## src/rtl/gpio_pkg.sv

```systemverilog
package gpio_pkg;
  typedef enum logic [1:0] {
    SEL_NONE = 2'd0,
    SEL_DATA = 2'd1,
    SEL_DIR  = 2'd2,
    SEL_PULL = 2'd3
  } reg_sel_e;
endpackage

```

## src/rtl/gpio_sync.sv

```systemverilog
module gpio_sync #(
  parameter int W      = 2,
  parameter int STAGES = 2
) (
  input  logic         clk_i,
  input  logic         rst_ni,
  input  logic [W-1:0] d_i,
  output logic [W-1:0] q_o
);
  logic [W-1:0] stage_q [STAGES];

  always_ff @(posedge clk_i or negedge rst_ni) begin
    if (!rst_ni) stage_q[0] <= '0;
    else         stage_q[0] <= d_i;
  end

  for (genvar s = 1; s < STAGES; s++) begin : g_stage
    always_ff @(posedge clk_i or negedge rst_ni) begin
      if (!rst_ni) stage_q[s] <= '0;
      else         stage_q[s] <= stage_q[s-1];
    end
  end

  assign q_o = stage_q[STAGES-1];
endmodule

```

## src/rtl/gpio_regs.sv

```systemverilog
module gpio_regs
  import gpio_pkg::*;
#(
  parameter int          NPINS     = 2,
  parameter int          AW        = 8,
  parameter int          DW        = 8,
  parameter logic [7:0]  ADDR_DATA = 8'h01,
  parameter logic [7:0]  ADDR_DIR  = 8'h05,
  parameter logic [7:0]  ADDR_PULL = 8'h11
) (
  input  logic             clk_i,
  input  logic             rst_ni,
  input  logic [AW-1:0]    addr_i,
  input  logic [DW-1:0]    wdata_i,
  input  logic             we_i,
  output reg_sel_e         sel_o,
  output logic [NPINS-1:0] data_o,
  output logic [NPINS-1:0] dir_o,
  output logic [NPINS-1:0] pull_o
);
  logic [NPINS-1:0] data_q, dir_q, pull_q;
  reg_sel_e         sel;

  always_comb begin
    sel = SEL_NONE;
    if (addr_i == AW'(ADDR_DATA))      sel = SEL_DATA;
    else if (addr_i == AW'(ADDR_DIR))  sel = SEL_DIR;
    else if (addr_i == AW'(ADDR_PULL)) sel = SEL_PULL;
  end

  // output latch deliberately has no reset
  always_ff @(posedge clk_i) begin
    if (we_i && sel == SEL_DATA) data_q <= wdata_i[NPINS-1:0];
  end

  always_ff @(posedge clk_i or negedge rst_ni) begin
    if (!rst_ni) begin
      dir_q  <= '0;
      pull_q <= '0;
    end else if (we_i) begin
      if (sel == SEL_DIR)  dir_q  <= wdata_i[NPINS-1:0];
      if (sel == SEL_PULL) pull_q <= wdata_i[NPINS-1:0];
    end
  end

  assign sel_o  = sel;
  assign data_o = data_q;
  assign dir_o  = dir_q;
  assign pull_o = pull_q;
endmodule

```

## src/rtl/gpio_rdmux.sv

```systemverilog
module gpio_rdmux
  import gpio_pkg::*;
#(
  parameter int NPINS = 2,
  parameter int DW    = 8
) (
  input  logic             re_i,
  input  reg_sel_e         sel_i,
  input  logic [NPINS-1:0] data_i,
  input  logic [NPINS-1:0] dir_i,
  input  logic [NPINS-1:0] pull_i,
  input  logic [NPINS-1:0] pin_sync_i,
  output logic [DW-1:0]    rdata_o
);
  logic [NPINS-1:0] port_view;

  for (genvar n = 0; n < NPINS; n++) begin : g_view
    assign port_view[n] = dir_i[n] ? data_i[n] : pin_sync_i[n];
  end

  always_comb begin
    rdata_o = '0;
    if (re_i) begin
      unique case (sel_i)
        SEL_DATA: rdata_o[NPINS-1:0] = port_view;
        SEL_DIR:  rdata_o[NPINS-1:0] = dir_i;
        SEL_PULL: rdata_o[NPINS-1:0] = pull_i;
        default:  rdata_o = '0;
      endcase
    end
  end
endmodule

```

## src/rtl/gpio_port.sv

```systemverilog
module gpio_port
  import gpio_pkg::*;
#(
  parameter int          NPINS       = 2,
  parameter int          AW          = 8,
  parameter int          DW          = 8,
  parameter int          SYNC_STAGES = 2,
  parameter logic [7:0]  ADDR_DATA   = 8'h01,
  parameter logic [7:0]  ADDR_DIR    = 8'h05,
  parameter logic [7:0]  ADDR_PULL   = 8'h11
) (
  input  logic             clk_i,
  input  logic             rst_ni,
  input  logic [AW-1:0]    addr_i,
  input  logic [DW-1:0]    wdata_i,
  input  logic             we_i,
  input  logic             re_i,
  output logic [DW-1:0]    rdata_o,
  input  logic [NPINS-1:0] pin_i,
  output logic [NPINS-1:0] pin_oe_o,
  output logic [NPINS-1:0] pin_out_o,
  output logic [NPINS-1:0] pin_pd_o
);
  reg_sel_e         sel;
  logic [NPINS-1:0] data_q, dir_q, pull_q, pin_sync;

  gpio_sync #(.W(NPINS), .STAGES(SYNC_STAGES)) i_sync (
    .clk_i  (clk_i),
    .rst_ni (rst_ni),
    .d_i    (pin_i),
    .q_o    (pin_sync)
  );

  gpio_regs #(
    .NPINS(NPINS), .AW(AW), .DW(DW),
    .ADDR_DATA(ADDR_DATA), .ADDR_DIR(ADDR_DIR), .ADDR_PULL(ADDR_PULL)
  ) i_regs (
    .clk_i   (clk_i),
    .rst_ni  (rst_ni),
    .addr_i  (addr_i),
    .wdata_i (wdata_i),
    .we_i    (we_i),
    .sel_o   (sel),
    .data_o  (data_q),
    .dir_o   (dir_q),
    .pull_o  (pull_q)
  );

  gpio_rdmux #(.NPINS(NPINS), .DW(DW)) i_rdmux (
    .re_i       (re_i),
    .sel_i      (sel),
    .data_i     (data_q),
    .dir_i      (dir_q),
    .pull_i     (pull_q),
    .pin_sync_i (pin_sync),
    .rdata_o    (rdata_o)
  );

  assign pin_oe_o  = dir_q;
  assign pin_out_o = data_q & dir_q;
  assign pin_pd_o  = pull_q & ~dir_q;
endmodule

```

## config.mk

```make
export PLATFORM = sky130hd
export DESIGN_NAME = gpio_port
export DESIGN_NICKNAME = d
export VERILOG_FILES = /design/src/rtl/gpio_pkg.sv /design/src/rtl/gpio_sync.sv /design/src/rtl/gpio_regs.sv /design/src/rtl/gpio_rdmux.sv /design/src/rtl/gpio_port.sv
export SDC_FILE = /design/constraint.sdc
export NUM_CORES = 1
export LEC_CHECK = 0
export ABC_AREA = 0
export ABC_CLOCK_PERIOD_IN_PS = 1980
export BUFFER_PORTS_ARGS = -buffer_cell sky130_fd_sc_hd__buf_2
export CORE_UTILIZATION = 39
export DETAILED_ROUTE_END_ITERATION = 6
export PLACE_DENSITY = 0.75
export REMOVE_ABC_BUFFERS = 1
export SLEW_MARGIN = 30
export SYNTH_ARGS = -nofsm -noshare
export SYNTH_HDL_FRONTEND = slang
export SYNTH_HIERARCHICAL = 1
export SYNTH_SLANG_ARGS = --single-unit
```

## constraint.sdc

```tcl
create_clock -name clk_i -period 1.98 [get_ports clk_i]
set_input_delay 0.396 -clock clk_i [delete_from_list [all_inputs] [get_ports clk_i]]
set_output_delay 0.396 -clock clk_i [all_outputs]
set_load 0.02 [all_outputs]
```

# Word level (Yosys, flattened, before mapping)
# Index checks and enable logic that the tools add are counted.
# totals
word_cells	24
output_inout_bits	14
ff_bits	10
# op_classes
n_eq_ne	6
bitwise	3
mux	7
reduce_logical	3
# op_table
op	count
== test 8 x 1 -> 1 bit (second input constant)	1
== test 8 x 3 -> 1 bit (second input constant)	1
== test 8 x 5 -> 1 bit (second input constant)	1
two-way mux 2 bit	4
one-hot mux 2 bit (3 select lines)	1
AND 2 bit	2
== test 2 bit (second input constant)	2
AND reduction 2 bit	2
== test 2 x 1 -> 1 bit (second input constant)	1
two-way mux 1 bit	2
NOT 2 bit	1
logical AND 1 bit	1

# Depth between registers and ports, before layout
# logic_depth
depth_word	7
mapped_depth	4
ltp_nobuf	4

# Hierarchy
# The synthesis kept the hierarchy.
# by_module_without_submodules
mod	area_each_um2	instances	cells_per_inst
gpio_regs	291.5	1	21
gpio_sync	115.1	1	6
gpio_rdmux	112.6	1	15
gpio_port	32.5	1	4

# Worst setup path after synthesis
# OpenSTA, ideal clock, no wires.
# synth_timing
path_type	input -> output
from	input port addr_i[7]
to	output port rdata_o[1]
arrival_time_ns	1.685
n_path_buf	0
path_stages	4
t_required_ns	1.584
slack_ns	-0.101
path_cell_list	or3_4 nor3_1 nand3b_1 o22ai_1
# synth_between
elab_chain_len	7
word_cells_on_any_way	11
# synth_rtl
element	line	text
start, declared	gpio_port.sv:14	input logic [AW-1:0] addr_i,
== test 8 x 5 -> 1 bit	gpio_regs.sv:28	else if (addr_i == AW'(ADDR_PULL)) sel = SEL_PULL;
two-way mux 2 bit	gpio_regs.sv:28	
two-way mux 2 bit	gpio_regs.sv:27	else if (addr_i == AW'(ADDR_DIR)) sel = SEL_DIR;
two-way mux 2 bit (*)	gpio_regs.sv:26	if (addr_i == AW'(ADDR_DATA)) sel = SEL_DATA;
via sel[0]	gpio_port.sv:24	reg_sel_e sel;
== test 2 bit / == test 2 x 1 -> 1 bit (equally long branches)	gpio_rdmux.sv:24	unique case (sel_i)
one-hot mux 2 bit (3 select lines) (*)	gpio_rdmux.sv:24	
two-way mux 2 bit (*)	gpio_rdmux.sv:23	if (re_i) begin
end, declared	gpio_port.sv:18	output logic [DW-1:0] rdata_o,
# Mark *: on every way through the listed nets, which the timed path passes. The rest lies on a longest branch.

# Final worst setup path
# layout_timing
from	input port addr_i[5]
to	output port rdata_o[0]
# Same word-level chain as after synthesis.

==> flow_summary.ini <==
[outcome]
status = finished with violations
violations = negative setup slack

[layout]
stdcell_count = 90
fillCellCount = 119
nNetsFinal = 98
area_delta_synth_final_pct = 40.1
multiInputGateArea_um2 = 270
seqCellArea_um2 = 260
final_common_cell = buf_2
antenna_cells = 0
final_cell_mix = buf_2, dfrtp_1, conb_1
drive_above_1_share = 0.600

[grt]
overflow = 0
grt_start_max_net_pins = 9
antenna_found_initial = 0
grt_first_pass_wirelength_um = 1610
grt_usage = 0.163
grt_pass1_vias = 403

[yosys]
yosysSeqAreaShare = 0.472
synth-seq-cells = 10
synthDominantCellAreaShare = 0.363
ys_warn_count = 6
synth_cell_types = 20
avgSynthCellArea_um2 = 12.0
synthTopCellsByArea = dfrtp_1, buf_4, edfxtp_1, mux2i_1, mux2_4
synth_cells = 46
syn-cell-area_um2 = 552
synth_area_leader_cell = dfrtp_1

[sta]
max_clock_freq_mhz = 483
post-route-period-util = 1.05
finalSetupTns_ps = -169
relSlewSlack = 0.655
setup_slack_ps = -89.8
max_slew.worst_pin.slew_ps = 513
rsz0062_at_grt = true
skew_ps = 0.0474
finalHoldViolCount = 0
setup_violations = 2
min_period_ps = 2070
slew_viol_final = 0

[pwr]
powerDensity_mw_per_mm2 = 614
comb_power_share = 0.153
finalPower_uw = 475
ir_worst_vdd_mv = 0.377
p_int_uw = 363
pwr-share-seq = 0.472
clockPowerShare = 0.375
p_sw_uw = 112
swShare = 0.235
p_leak_uw = 0.000380

[cts]
cts.clk_slew.worst_paths_ps = 60
clockBufferDepth = 2
post_cts_buffers = 0
clock_latency_ps = 250
cts.sinks = 10
numCtsBuffers = 3
cts_max_level = 1
cts_tree = done
clock-root-buffer = clkbuf_4

[floorplanning]
start_util = 0.424
coreArea_mm2 = 0.00130
fp.dieH_um = 39.6
die_area_mm2 = 0.00157
rows = 13
fp.dieW_um = 39.6
io_pins = 36

[route]
via_per_inst = 4.70
met2WireLength_um = 628
dr.pass1.iters = 4
wl_per_cell_um = 12.1
ant_nets = 0
maxUsedRoutingLayer = met3
wl_met3_um = 42
drt-initial-drc-count = 3
drc = 0
vias = 423
met1_length_um = 420
drt_wl_total_um = 1090

[critical_path]
arrival_ps = 1670
critPathRequiredTime_ps = 1580
crit_path_end_kind = output pin
critical_path_class = input port to output pin
cp-start-kind = input port
cp_max_fo = 3

[place]
dpl.cell_count = 85
dp_hpwl_um = 922
gp_congestion = 0.695
portBuffers = 23

[hold_path]
hold_path.class = input port to flop

[run]
cap_violations = 0
## power by group through the flow
stage	sequential (uW)	clock (uW)	combinational, uW
floorplan	229	0	33.5
global placement	228	0	63.0
detailed placement	228	0	66.1
CTS	224	184	69.3
global route	225	196	79.2
finish	224	178	72.6
## synth_stat cells (all sizes together)
master / count
nor3: 2
and2: 2
or3: 1
edfxtp: 2
xnor2: 1
conb: 1
or3b: 1
mux2: 4
nor4: 2
and2b: 2
inv: 1
nand2b: 1
nand2: 2
buf: 8
dfrtp: 8
or4: 1
o22ai: 2
mux2i: 4
nand3b: 1
## per-layer routing
layer | vias up | GRT usage
li1 | 207 | -
met1 | 202 | 0.156
met2 | 14 | 0.320
met3 | 0 | 0.0341
met4 | 0 | 0.0776
met5 | - | 0
## through the flow
step                      area (um2)  utilization  setup slack [ps]  hold WS (ps)
after floorplan                  510            -              -101           100
after global placement           674        0.518             -89.2           240
after detailed placement         674        0.518              -143           244
after CTS                        737        0.566             -87.8           235
after global routing             773        0.594              -173           229
final                            773        0.594             -89.8           244
## logic make-up (layout without fill, tap and decap cells)
logic type / count (synthesis) / count (layout) / synth area share
simple gates: 15 / 15 / 0.200
xor+xnor: 1 / 1 / 0.0159
flops: 10 / 10 / 0.472
other cells: 1 / 6 / 0.00680
mux: 8 / 8 / 0.168
buf+inv: 9 / 33 / 0.116
compound gates: 2 / 2 / 0.0227
## worst paths after layout
kind / start / endpoint / slack, ps / cells after the start
max: addr_i[5] / rdata_o[0] / -90 / 7
min: pin_i[0] / i_sync/stage_q[2]$_DFF_PN0_ / 240 / 1
max reg2reg: i_regs/dir_o[1]$_DFFE_PN0P_ / i_regs/dir_o[1]$_DFFE_PN0P_ / 1120 / 1
min reg2reg: i_sync/stage_q[3]$_DFF_PN0_ / i_sync/q_o[1]$_DFF_PN0_ / 360 / 0
max in group asynchronous: rst_ni / i_sync/stage_q[2]$_DFF_PN0_ / 1310 / 2
min in group asynchronous: rst_ni / i_regs/dir_o[0]$_DFFE_PN0P_ / 510 / 2
## repair_timing
action | CTS | global route
setup endpoints to repair | 2 | 2
pin swaps | 5 | 5
endpoints found under the hold margin | 8 | 0
hold buffers | 1 | 0
gates resized for setup | 4 | 7
gates cloned | 0 | 0
## area by class of cell
class	instances	area share
multi-input combinational	32	0.350
timing repair buffer	28	0.238
tap	15	0.0243
clock buffer	4	0.0469
sequential	10	0.337
inverter	1	0.00485
## critical path, cell delays in order
cell      delay [ps]
buf_6             90
or3_4            400
nor3_4           180
buf_6            130
nand3b_1         130
o22ai_2          200
buf_6            140
## sequential cells by signal, indices dropped and copies added, names as in the netlist
register / cells
i_regs/data_o: 2
i_regs/pull_o: 2
i_regs/dir_o: 2
i_sync/q_o: 2
i_sync/stage_q: 2
Power figures use the tool's default switching activity.
